**config.mk**
```make
export PLATFORM = sky130hd
export DESIGN_NAME = sio_port
export DESIGN_NICKNAME = d
export VERILOG_FILES = /design/src/rtl/sio_pkg.sv /design/src/rtl/sio_clkgen.sv /design/src/rtl/sio_shifter.sv /design/src/rtl/sio_ctrl.sv /design/src/rtl/sio_port.sv
export SDC_FILE = /design/constraint.sdc
export NUM_CORES = 1
export LEC_CHECK = 0
export ABC_AREA = 1
export BUFFER_PORTS_ARGS = -buffer_cell sky130_fd_sc_hd__buf_2
export CAP_MARGIN = 5
export CORE_MARGIN = 1
export CORE_UTILIZATION = 50
export DETAILED_ROUTE_END_ITERATION = 10
export GPL_ROUTABILITY_DRIVEN = 0
export HOLD_SLACK_MARGIN = 0.1
export PLACE_DENSITY = 0.85
export SLEW_MARGIN = 30
export SYNTH_ARGS = -nofsm -noshare
export SYNTH_HDL_FRONTEND = slang
export SYNTH_SLANG_ARGS = --single-unit
```
**constraint.sdc**
```tcl
create_clock -name clk -period 2.2 [get_ports clk]
set_clock_uncertainty 0.05 [all_clocks]
set_input_delay 0.11 -clock clk [delete_from_list [all_inputs] [get_ports clk]]
set_output_delay 0.11 -clock clk [all_outputs]
set_load 0.05 [all_outputs]
```
**src/rtl/sio_pkg.sv**
```systemverilog
package sio_pkg;
  typedef enum logic [1:0] {
    DIR_TX   = 2'b00,
    DIR_RX   = 2'b01,
    DIR_DUP  = 2'b10,
    DIR_DUP2 = 2'b11
  } sio_dir_e;

  localparam logic [1:0] SRC_EXT = 2'b11;
endpackage

```
**src/rtl/sio_clkgen.sv**
```systemverilog
module sio_clkgen #(
  parameter int NUM_TAPS = 3
) (
  input  logic                clk,
  input  logic                rst_n,
  input  logic                busy,
  input  logic [1:0]          clksel,
  input  logic [NUM_TAPS-1:0] tap_stb,
  input  logic                sck_i,
  output logic                sck_o,
  output logic                fall_ev,
  output logic                rise_ev
);
  import sio_pkg::*;

  logic       sck_q, sck_d;
  logic [2:0] sync_q;
  logic       stb_sel, ext_sel;

  assign ext_sel = (clksel == SRC_EXT);

  always_comb begin
    stb_sel = 1'b0;
    for (int i = 0; i < NUM_TAPS; i++) begin
      if (clksel == 2'(i)) stb_sel = tap_stb[i];
    end
  end

  always_comb begin
    fall_ev = 1'b0;
    rise_ev = 1'b0;
    sck_d   = sck_q;
    if (!busy) begin
      sck_d = 1'b1;
    end else if (ext_sel) begin
      fall_ev = sync_q[2] & ~sync_q[1];
      rise_ev = ~sync_q[2] & sync_q[1];
    end else if (stb_sel) begin
      fall_ev = sck_q;
      rise_ev = ~sck_q;
      sck_d   = ~sck_q;
    end
  end

  always_ff @(posedge clk or negedge rst_n) begin
    if (!rst_n) begin
      sck_q  <= 1'b1;
      sync_q <= 3'b111;
    end else begin
      sck_q  <= sck_d;
      sync_q <= {sync_q[1:0], sck_i};
    end
  end

  assign sck_o = sck_q;
endmodule

```
**src/rtl/sio_shifter.sv**
```systemverilog
module sio_shifter #(
  parameter int DATA_W = 8
) (
  input  logic              clk,
  input  logic              rst_n,
  input  logic              load,
  input  logic [DATA_W-1:0] load_data,
  input  logic              start,
  input  logic              fall_ev,
  input  logic              rise_ev,
  input  logic              tx_en,
  input  logic              rx_en,
  input  logic              sdi,
  output logic [DATA_W-1:0] data_o,
  output logic              sdo,
  output logic              last_o
);
  localparam int CNT_W = $clog2(DATA_W);

  logic [DATA_W-1:0] sh_q, sh_d;
  logic [CNT_W-1:0]  cnt_q, cnt_d;
  logic              sdo_q, sdo_d;

  assign last_o = rise_ev && (cnt_q == CNT_W'(DATA_W - 1));

  always_comb begin
    sh_d  = sh_q;
    cnt_d = cnt_q;
    sdo_d = sdo_q;
    if (load) sh_d = load_data;
    if (start) begin
      cnt_d = '0;
      sdo_d = 1'b1;
    end
    if (fall_ev) sdo_d = tx_en ? sh_q[DATA_W-1] : 1'b1;
    if (rise_ev) begin
      sh_d  = {sh_q[DATA_W-2:0], rx_en & sdi};
      cnt_d = cnt_q + 1'b1;
      if (last_o) sdo_d = 1'b1;
    end
  end

  always_ff @(posedge clk or negedge rst_n) begin
    if (!rst_n) begin
      sh_q  <= '0;
      cnt_q <= '0;
      sdo_q <= 1'b1;
    end else begin
      sh_q  <= sh_d;
      cnt_q <= cnt_d;
      sdo_q <= sdo_d;
    end
  end

  assign data_o = sh_q;
  assign sdo    = sdo_q;
endmodule

```
**src/rtl/sio_ctrl.sv**
```systemverilog
module sio_ctrl (
  input  logic       clk,
  input  logic       rst_n,
  input  logic       wr_en,
  input  logic       wr_addr,
  input  logic [6:1] cfg_in,
  input  logic       done,
  output logic       start_o,
  output logic       load_o,
  output logic       busy_o,
  output logic [1:0] clksel_o,
  output logic       tx_en,
  output logic       rx_en,
  output logic       rdy_n,
  output logic       irq,
  output logic [7:0] mode_o
);
  import sio_pkg::*;

  logic       rdy_en_q, rdy_en_d;
  sio_dir_e   dir_q, dir_d;
  logic [1:0] src_q, src_d;
  logic       busy_q, busy_d;
  logic       stat_q, stat_d;
  logic       irq_q, irq_d;
  logic       cfg_wr;

  assign cfg_wr  = wr_en & ~wr_addr & ~busy_q;
  assign start_o = cfg_wr & cfg_in[1];
  assign load_o  = wr_en & wr_addr & ~busy_q;

  always_comb begin
    rdy_en_d = rdy_en_q;
    dir_d    = dir_q;
    src_d    = src_q;
    busy_d   = busy_q;
    stat_d   = stat_q;
    irq_d    = 1'b0;
    if (cfg_wr) begin
      rdy_en_d = cfg_in[6];
      dir_d    = sio_dir_e'(cfg_in[5:4]);
      src_d    = cfg_in[3:2];
    end
    if (start_o) begin
      busy_d = 1'b1;
      stat_d = 1'b0;
    end
    if (done) begin
      busy_d = 1'b0;
      stat_d = 1'b1;
      irq_d  = 1'b1;
    end
  end

  always_ff @(posedge clk or negedge rst_n) begin
    if (!rst_n) begin
      rdy_en_q <= 1'b0;
      dir_q    <= DIR_TX;
      src_q    <= 2'b00;
      busy_q   <= 1'b0;
      stat_q   <= 1'b0;
      irq_q    <= 1'b0;
    end else begin
      rdy_en_q <= rdy_en_d;
      dir_q    <= dir_d;
      src_q    <= src_d;
      busy_q   <= busy_d;
      stat_q   <= stat_d;
      irq_q    <= irq_d;
    end
  end

  assign busy_o   = busy_q;
  assign clksel_o = src_q;
  assign tx_en    = (dir_q != DIR_RX);
  assign rx_en    = (dir_q != DIR_TX);
  assign rdy_n    = ~(busy_q & rdy_en_q & (src_q == SRC_EXT));
  assign irq      = irq_q;
  assign mode_o   = {1'b0, rdy_en_q, dir_q, src_q, busy_q, stat_q};
endmodule

```
**src/rtl/sio_port.sv**
```systemverilog
module sio_port #(
  parameter int DATA_W   = 8,
  parameter int NUM_TAPS = 3
) (
  input  logic                clk,
  input  logic                rst_n,
  input  logic                wr_en,
  input  logic                wr_addr,
  input  logic [DATA_W-1:0]   wr_data,
  output logic [7:0]          mode_q,
  output logic [DATA_W-1:0]   data_q,
  input  logic [NUM_TAPS-1:0] tap_stb,
  input  logic                sck_i,
  output logic                sck_o,
  output logic                sck_oe,
  input  logic                sdi,
  output logic                sdo,
  output logic                rdy_n,
  output logic                irq
);
  import sio_pkg::*;

  logic [1:0] rst_sync_q;
  logic       core_rst_n;
  logic       start, load, busy, tx_en, rx_en, done;
  logic       fall_ev, rise_ev;
  logic [1:0] clksel;

  always_ff @(posedge clk or negedge rst_n) begin
    if (!rst_n) rst_sync_q <= 2'b00;
    else        rst_sync_q <= {rst_sync_q[0], 1'b1};
  end
  assign core_rst_n = rst_sync_q[1];

  sio_ctrl u_ctrl (
    .clk      (clk),
    .rst_n    (core_rst_n),
    .wr_en    (wr_en),
    .wr_addr  (wr_addr),
    .cfg_in   (wr_data[6:1]),
    .done     (done),
    .start_o  (start),
    .load_o   (load),
    .busy_o   (busy),
    .clksel_o (clksel),
    .tx_en    (tx_en),
    .rx_en    (rx_en),
    .rdy_n    (rdy_n),
    .irq      (irq),
    .mode_o   (mode_q)
  );

  sio_clkgen #(.NUM_TAPS(NUM_TAPS)) u_clkgen (
    .clk     (clk),
    .rst_n   (core_rst_n),
    .busy    (busy),
    .clksel  (clksel),
    .tap_stb (tap_stb),
    .sck_i   (sck_i),
    .sck_o   (sck_o),
    .fall_ev (fall_ev),
    .rise_ev (rise_ev)
  );

  sio_shifter #(.DATA_W(DATA_W)) u_shift (
    .clk       (clk),
    .rst_n     (core_rst_n),
    .load      (load),
    .load_data (wr_data),
    .start     (start),
    .fall_ev   (fall_ev),
    .rise_ev   (rise_ev),
    .tx_en     (tx_en),
    .rx_en     (rx_en),
    .sdi       (sdi),
    .data_o    (data_q),
    .sdo       (sdo),
    .last_o    (done)
  );

  assign sck_oe = (clksel != SRC_EXT);
endmodule

```
* Yosys cells after proc, flatten, opt, wreduce, memory -nomap -nowiden *
Index checks and enable logic that the tools add are counted.

operators by class
  $add $sub $neg = 1
  equality and inequality tests = 8
  bitwise logic cells = 16
  muxes and demuxes = 26
  reduce and logical (&&, ||, !) cells = 7

operators by type and width
  operator             number
  $mux 1               22
  $mux 8               2
  $and 1x1->1          10
  $reduce_bool 2->1    4
  $mux 3               2
  $not 1->1            6
  $eq 2x2->1 const B   2
  $ne 2x1->1 const B   2
  $ne 2x2->1 const B   2
  $add 3x1->3 const B  1
  $eq 3x3->1 const B   1
  $eq 2x1->1 const B   1
  $logic_not 2->1      1
  $reduce_and 2->1     1
  $logic_and 1x1->1    1

storage, ports and cells
  bits in registers = 26
  output and inout bits = 21
  word-level logic and storage cells = 70
  bits of input ports = 17

* Depth between registers and ports, before layout *
Gate-level depths: netlist (run 1).

  depth after elaboration = 10
  mapped depth = 9
  mapped depth without buffers = 9

* By module *
From an unflattened synthesis (run 1), not the netlist that was laid out.

unflattened totals
  cell total of the unflattened synthesis = 156
  area, all modules = 1271.2 um^2

modules (own cells, without submodules)
  module       times used  cells each  seq. area each (um^2)  area an instance (um^2)
  sio_shifter  1           78          301.5                  594.3
  sio_ctrl     1           49          200.2                  407.9
  sio_clkgen   1           25          105.1                  211.5
  sio_port     1           4           50.0                   57.6

* Worst setup path after synthesis (run 1) *
OpenSTA, ideal clock, no wires.

  kind = register to register
  start = register u_ctrl.src_q[1] (netlist: u_ctrl.clksel_o[1])
  end = register u_shift.sh_q[0] (netlist: u_shift.data_o[0])
  arrival = 1.788 ns
  library setup time = 0.118 ns
  cell stages (with the launch flop) = 9
  buffers on the path = 1
  data required time = 2.032 ns
  clock period less this slack = 1.956 ns
  path slack = 0.244 ns
  path through = dfrtp_1 -> nand2_1 -> clkinv_2 -> nand2_2 -> a21oi_2 -> buf_6 -> nand2_2 -> nand2_1 -> nand2_1

between the ends
  longest elaborated chain between the ends = 8

ends and longest elaborated chain
  what                                         line               text
  start, declared                              sio_ctrl.sv:22     logic [1:0] src_q, src_d;
  start signal, assigned                       sio_ctrl.sv:66     src_q <= src_d;
  $logic_not 2->1                              sio_clkgen.sv:25   if (clksel == 2'(i)) stb_sel = tap_stb[i];
  $mux 1 (3 in a row)                          sio_clkgen.sv:25
  $mux 1                                       sio_clkgen.sv:38   end else if (stb_sel) begin
  $mux 1 (*)                                   sio_clkgen.sv:35   end else if (ext_sel) begin
  $mux 1 (*)                                   sio_clkgen.sv:33   if (!busy) begin
  $mux 8 or $reduce_bool 2->1 (tied branches)  -
  end signal, assigned                         sio_shifter.sv:45  sh_q <= '0;
  end signal, assigned                         sio_shifter.sv:49  sh_q <= sh_d;
  end, declared                                sio_shifter.sv:20  logic [DATA_W-1:0] sh_q, sh_d;

Every way passes the cells marked *; elsewhere a longest branch is shown, timed or not.
A chain may end at the register's enable or synchronous reset.

* Worst setup path after layout (run 1) *
Same ends and word-level chain as after synthesis.

==> flow_metrics.py, run 1 <==
metrics = {
    "clock_network": {
        "clockBufferDepth": 2,
        "cts_root_buf": "clkbuf_4",
        "numCtsBuffers": 3,
        "cts_tree": "built",
        "clkSinkCount": 26,
        "clkTransAtPathRegs_ps": 150,
        "htree_num_levels": 1,
        "clk_latency_ps": 330,
    },
    "sta": {
        "clock.fmax_mhz": 489.6,
        "hold_violations": 0,
        "slew_viol_final": 0,
        "grt_setup_unrepaired": "false",
        "setup_viol_count_final": 0,
        "tns_ps": 0,
        "timing.final.crit_period_ps": 2042,
        "finalCritPeriodShare": 0.9283,
        "fin_ws_ps": 157.7,
    },
    "job": {
        "drv_cap": 0,
    },
    "final_layout": {
        "multi_input_area_um2": 449.2,
        "nNetsFinal": 198,
        "areaGrowthSynthToFinish_pct": 26.98,
        "nFillCells": 174,
        "diodes": 0,
        "ff_latch_area_um2": 656.9,
        "drive_gt1_frac": 0.3315,
    },
    "grt": {
        "grt_pass1_vias": 1097,
        "grt_max_degree": 25,
        "grt_pass1_wl_um": 4698,
        "grt_overflow": 0,
        "track_usage": 0.2535,
        "antenna_found_initial": 0,
    },
    "synth": {
        "syn_area_mm2": 0.001201,
        "synth_warnings": 0,
        "syn_area_per_cell_um2": 9.169,
        "synth_top_area_share": 0.4375,
        "ys_seq_area_frac": 0.5469,
        "ys_ff_latch": 26,
        "syn-num-nets": 150,
        "ys_types": 22,
        "synth.area.top_cells": "dfrtp_1 (44%), dfstp_2 (11%), nand2_1 (10%), nand3_1 (9.2%), nand3_2 (3.3%)",
        "syn_inst": 131,
        "yosysTopAreaCell": "dfrtp_1",
    },
    "drt": {
        "totalWireLength_um": 2964,
        "avgRoutedWirePerCell_um": 14.39,
        "dr.pass1.iters": 4,
        "drtIter0Drc": 63,
        "vias_per_cell": 5.422,
        "drc": 0,
        "ant_nets": 0,
        "num_vias": 1117,
    },
    "critical_path": {
        "cp_data_arrival_time_ps": 2230,
        "cp-start-kind": "flip-flop",
        "crit_fanout": 13,
        "critPathRequiredTime_ps": 2390,
        "critPathKind": "reg -> reg",
        "endpoint_kind": "flip-flop",
    },
    "die": {
        "core_mm2": 0.002233,
        "io_pins": 38,
        "die_h_um": 51.02,
        "fp.dieW_um": 51.02,
        "rows": 17,
        "start_util": 0.5378,
        "dieArea_mm2": 0.002603,
    },
    "power_and_ir_drop": {
        "p_leak_nw": 0.8234,
        "pwr_density_cell_mw_per_mm2": 1551,
        "peakVddDrop_mv": 1.070,
    },
    "outcome": {
        "status": "finished clean",
    },
    "place": {
        "post-dp-hpwl_um": 1819,
        "port_buffers": 36,
        "dp_slack_ps": 543.7,
    },
    "min_path": {
        "hp-class": "in -> reg",
    },
}
-- through the flow --
step	utilization	power, mW	instance area (um2)	instances	hold slack, ps
2_1_floorplan	-	1.873	1201	131	-235.6
3_3_place_gp	0.6140	2.048	1371	190	-154.0
3_5_place_dp	0.6140	2.084	1371	190	-151.0
4_1_cts	0.6796	2.314	1518	206	110.5
5_1_grt	0.6829	2.486	1525	206	144.9
6_report	0.6829	2.365	1525	206	101.5
-- where the power goes --
group | switching [mW] | internal [mW] | leakage [nW]
clock network | 0.143 | 0.0711 | 0.0150
logic | 0.999 | 0.343 | 0.500
registers | 0.142 | 0.666 | 0.308
-- registers in the layout (all words and copies together), names as in the netlist --
signal           cells
u_shift.cnt_q        3
rst_sync_q           2
u_ctrl.busy_o        1
u_clkgen.sck_o       1
u_ctrl.dir_q         2
u_clkgen.sync_q      3
u_ctrl.stat_q        1
u_ctrl.rdy_en_q      1
u_ctrl.clksel_o      2
u_shift.sdo          1
u_shift.data_o       8
u_ctrl.irq           1
-- cell usage after synthesis --
master,count
dfrtp_1,21
buf_4,4
o21ai_1,1
a21oi_1,3
nand4_1,2
o211ai_1,1
nor3_1,1
conb_1,2
o21ai_0,3
ha_1,2
inv_2,2
dfstp_2,5
nand3_2,4
nand3_1,22
buf_6,2
nor2_1,5
mux2_2,2
inv_1,10
nand2_2,4
a21oi_2,1
nand2_1,33
clkinv_2,1
-- critical path, stage by stage, from the launching register on --
cell and delay, ps:
dfrtp_1 430, inv_1 100, nand3_2 110, nand3_2 120
nand2_1 70, nand2_2 200, o21ai_0 190, nand2_1 80
dlygate4sd3_1 550, nand2_1 60
-- cell type report --
class,count,area share
flip-flops and latches,26,0.4307
multi-input cells,86,0.2945
repair buffers,49,0.2018
inverters,13,0.03281
well taps,28,0.02297
clock buffers,4,0.01723
-- placed cells by master, fill, tap and decap left out --
| cell | instances |
|---|---|
| o21ai_0 | 3 |
| conb_1 | 2 |
| o211ai_1 | 1 |
| clkbuf_1 | 1 |
| buf_4 | 1 |
| nand4_1 | 2 |
| dfstp_2 | 5 |
| mux2_2 | 2 |
| buf_2 | 36 |
| ha_1 | 2 |
| dlygate4sd3_1 | 12 |
| a21oi_1 | 3 |
| a21oi_4 | 1 |
| nand2_1 | 33 |
| o21ai_1 | 1 |
| nor3_1 | 1 |
| nand3_2 | 4 |
| inv_1 | 10 |
| inv_2 | 2 |
| nand2_2 | 4 |
| nand3_1 | 22 |
| clkbuf_4 | 3 |
| nor2_1 | 5 |
| clkinv_2 | 1 |
| dfrtp_1 | 21 |
-- timing repair --
item                                    4_1_cts  5_1_grt
hold buffers                                 12        0
resized for setup                             0        1
endpoints found under the setup margin        0        1
setup buffers                                 0        0
endpoints found under the hold margin        16        0
-- worst paths after layout --
check	from	end	slack [ps]	depth (start not counted)
setup / recovery	u_ctrl.clksel_o[1]	u_shift.data_o[0]	160	9
hold / removal	tap_stb[2]	u_clkgen.sck_o	100	6
setup reg to reg	u_ctrl.clksel_o[1]	u_shift.data_o[0]	160	9
min in group asynchronous	rst_sync_q[1]	u_shift.data_o[5]	150	1
hold reg to reg	rst_sync_q[1]	u_shift.data_o[5]	150	1
max in group asynchronous	rst_n	rst_sync_q[1]	1380	3
-- metal layers --
layer,track usage,share of wire,vias up
met2,0.4364,0.51,61
met3,0.02976,0.064,13
li1,-,-,513
met1,0.3036,0.39,530
met5,0,0,-
met4,0.1481,0.040,0
-- logic make-up after synthesis --
| logic type | synth area share |
|---|---|
| flip-flops | 0.5469 |
| buffers and inverters | 0.08542 |
| AO/OA/AOI/OAI | 0.04270 |
| adder cells (fa/ha/maj) | 0.02083 |
| AND/OR/NAND/NOR | 0.2792 |
| other | 0.006252 |
| multiplexers | 0.01875 |
Note: power is estimated with default switching activity, not from simulation.
==> inputs of run 2 (changes only) <==
PLACE_DENSITY = 0.84   (was 0.85)
SYNTH_HIERARCHICAL = 1   (was unset)
==> run 2 against run 1 <==
Compared with the run above: global-route usage shrank 2.9 points; clock power rose by 8%; hold slack better by 14 ps; register-to-register slack better by 130 ps; non-clock buffer count is 1 higher; die area rose by 5.6%; largest power group unchanged.
==> flow_metrics.py, run 2 <==
metrics = {
    "min_path": {
        "hp-class": "in -> reg",
    },
    "grt": {
        "antenna_found_initial": 0,
        "grt_pass1_wl_um": 4402,
        "grt_pass1_vias": 1048,
        "grt_max_degree": 17,
        "track_usage": 0.2241,
        "grt_overflow": 0,
    },
    "sta": {
        "finalCritPeriodShare": 0.8703,
        "clock.fmax_mhz": 522.3,
        "grt_setup_unrepaired": "false",
        "timing.final.crit_period_ps": 1915,
        "fin_ws_ps": 285.2,
        "tns_ps": 0,
        "hold_violations": 0,
        "setup_viol_count_final": 0,
        "worst_pin_slew_ps": 618.9,
        "slew_viol_final": 0,
        "slew_headroom": 0.5874,
    },
    "die": {
        "die_h_um": 52.42,
        "fp.dieW_um": 52.42,
        "start_util": 0.5534,
        "core_mm2": 0.002297,
        "dieArea_mm2": 0.002748,
        "rows": 17,
        "io_pins": 38,
    },
    "drt": {
        "vias_per_cell": 4.948,
        "num_vias": 1143,
        "avgRoutedWirePerCell_um": 12.00,
        "drtIter0Drc": 52,
        "ant_nets": 0,
        "drc": 0,
        "dr.pass1.iters": 4,
        "totalWireLength_um": 2771,
    },
    "final_layout": {
        "nFillCells": 190,
        "diodes": 0,
        "final_cell_count_no_fill": 231,
        "drive_gt1_frac": 0.2759,
        "final_common_cell": "nand2_1",
        "ff_latch_area_um2": 656.9,
        "final_core_util": 0.6972,
        "largest_reg_flops": 8,
        "areaGrowthSynthToFinish_pct": 25.98,
        "multi_input_area_um2": 479.2,
        "nNetsFinal": 223,
        "layout_common_cells": "nand2_1 (67), buf_2 (36), dfrtp_1 (21)",
    },
    "synth": {
        "synthArstFlopShare": 1.000,
        "ys_ff_latch": 26,
        "syn-num-nets": 175,
        "synth_common_cells": "nand2_1 (67), dfrtp_1 (21), inv_1 (19)",
        "yosysTopAreaCell": "dfrtp_1",
        "synth_edf_count": 0,
        "synth.area.top_cells": "dfrtp_1 (41%), nand2_1 (20%), dfstp_2 (10%), inv_1 (5.6%), buf_4 (3.5%)",
        "syn_inst": 156,
        "yosysMostFrequentCell": "nand2_1",
        "synth_top_area_share": 0.4134,
        "ys_seq_area_frac": 0.5167,
        "synth-simple-area-share": 0.3012,
        "ys.flop_type": "dfrtp_1",
        "synthXorXnorAreaFrac": 0,
        "synth_warnings": 6,
        "syn_area_per_cell_um2": 8.149,
        "synth_compound_area_frac": 0.05020,
        "synthMuxAreaShare": 0,
        "syn_area_mm2": 0.001271,
        "synth_top_family_by_area": "simple AND/OR/NAND/NOR gates",
        "synthAdderAreaFrac": 0.01969,
        "ys_types": 22,
    },
    "clock_network": {
        "clockBufferDepth": 2,
        "htree_num_levels": 1,
        "cts_resized": 0,
        "clk_latency_ps": 310,
        "cts_root_buf": "clkbuf_4",
        "cts_tree": "built",
        "clkTransAtPathRegs_ps": 140,
        "numCtsBuffers": 3,
        "clkSinkCount": 26,
    },
    "power_and_ir_drop": {
        "peakVddDrop_mv": 0.9990,
        "finalPower_mw": 2.566,
        "pwr_density_cell_mw_per_mm2": 1602,
        "p_leak_nw": 0.9280,
    },
    "outcome": {
        "status": "finished clean",
    },
    "critical_path": {
        "critPathKind": "reg -> reg",
        "crit_fanout": 11,
        "cp-start-kind": "flip-flop",
        "endpoint_kind": "flip-flop",
        "cp_data_arrival_time_ps": 2070,
        "critPathRequiredTime_ps": 2360,
    },
    "place": {
        "place_inst": 215,
        "port_buffers": 36,
        "post-dp-hpwl_um": 1988,
        "dp_slack_ps": 336.7,
    },
    "job": {
        "drv_cap": 0,
    },
}
-- run 2: cell types whose count changed after synthesis, sizes merged, moves of 2 or more --
cell    change
o21ai       +3
inv         +9
o21bai      +2
nand3      -15
a21oi       -2
nand2      +31
mux2        -2
-- run 2: final timing paths --
path                            slack, ps  cells after the start                 end               start
worst max-delay path                  290                     10   u_shift/data_o[1]  u_ctrl/clksel_o[0]
worst min-delay path                  120                      3  u_ctrl/clksel_o[1]               wr_en
worst max register to register        290                     10   u_shift/data_o[1]  u_ctrl/clksel_o[0]
worst min register to register        210                      0   u_shift/data_o[3]       rst_sync_q[1]
max in group asynchronous            1230                      1         u_shift/sdo       rst_sync_q[1]
min in group asynchronous             210                      0   u_shift/data_o[3]       rst_sync_q[1]
-- run 2: cells by family after synthesis --
family / count (synthesis)
simple gates: 87
flops: 26
buf+inv: 28
other cells: 2
fa+ha+maj: 2
compound gates: 11
-- run 2: layer usage --
| metal | routed length, um | vias up | track usage |
|---|---|---|---|
| met1 | 1152 | 526 | 0.2674 |
| met2 | 1399 | 47 | 0.4198 |
| li1 | - | 568 | - |
| met5 | 0 | - | 0 |
| met4 | 16 | 0 | 0.07018 |
| met3 | 203 | 2 | 0.01739 |
-- run 2: power breakdown --
part / total [mW] / leakage, nW / switching (mW) / internal, mW
Clock: 0.231 / 0.0210 / 0.130 / 0.101
Sequential: 0.847 / 0.313 / 0.170 / 0.677
Combinational: 1.49 / 0.594 / 1.09 / 0.402
-- run 2: area by class of cell --
| type | instances | share of cell area |
|---|---|---|
| flip-flops and latches | 26 | 0.4102 |
| repair buffers | 50 | 0.1969 |
| multi-input cells | 102 | 0.2992 |
| inverters | 21 | 0.04922 |
| well taps | 28 | 0.02187 |
| clock buffers | 4 | 0.02266 |
-- run 2: critical path, stage by stage (launching register included) --
cell and delay [ps]:
dfrtp_1 480, inv_1 100, nand2_1 80, nand2_2 100
nand3_2 90, a21oi_2 470, inv_2 160, nand2_1 100
nand2_1 60, nand2_1 60, nand2_1 50
-- run 2: what timing repair did --
item,in CTS,in global routing
hold buffers,12,0
hold endpoints to repair,16,0
setup buffers,0,0
-- run 2: per-stage QoR --
stage	hold WS, ps	instance area (um2)
2_1_floorplan	-235.6	1271
3_3_place_gp	-155.2	1445
3_5_place_dp	-152.7	1445
4_1_cts	111.6	1602
5_1_grt	120.7	1602
6_report	115.9	1602
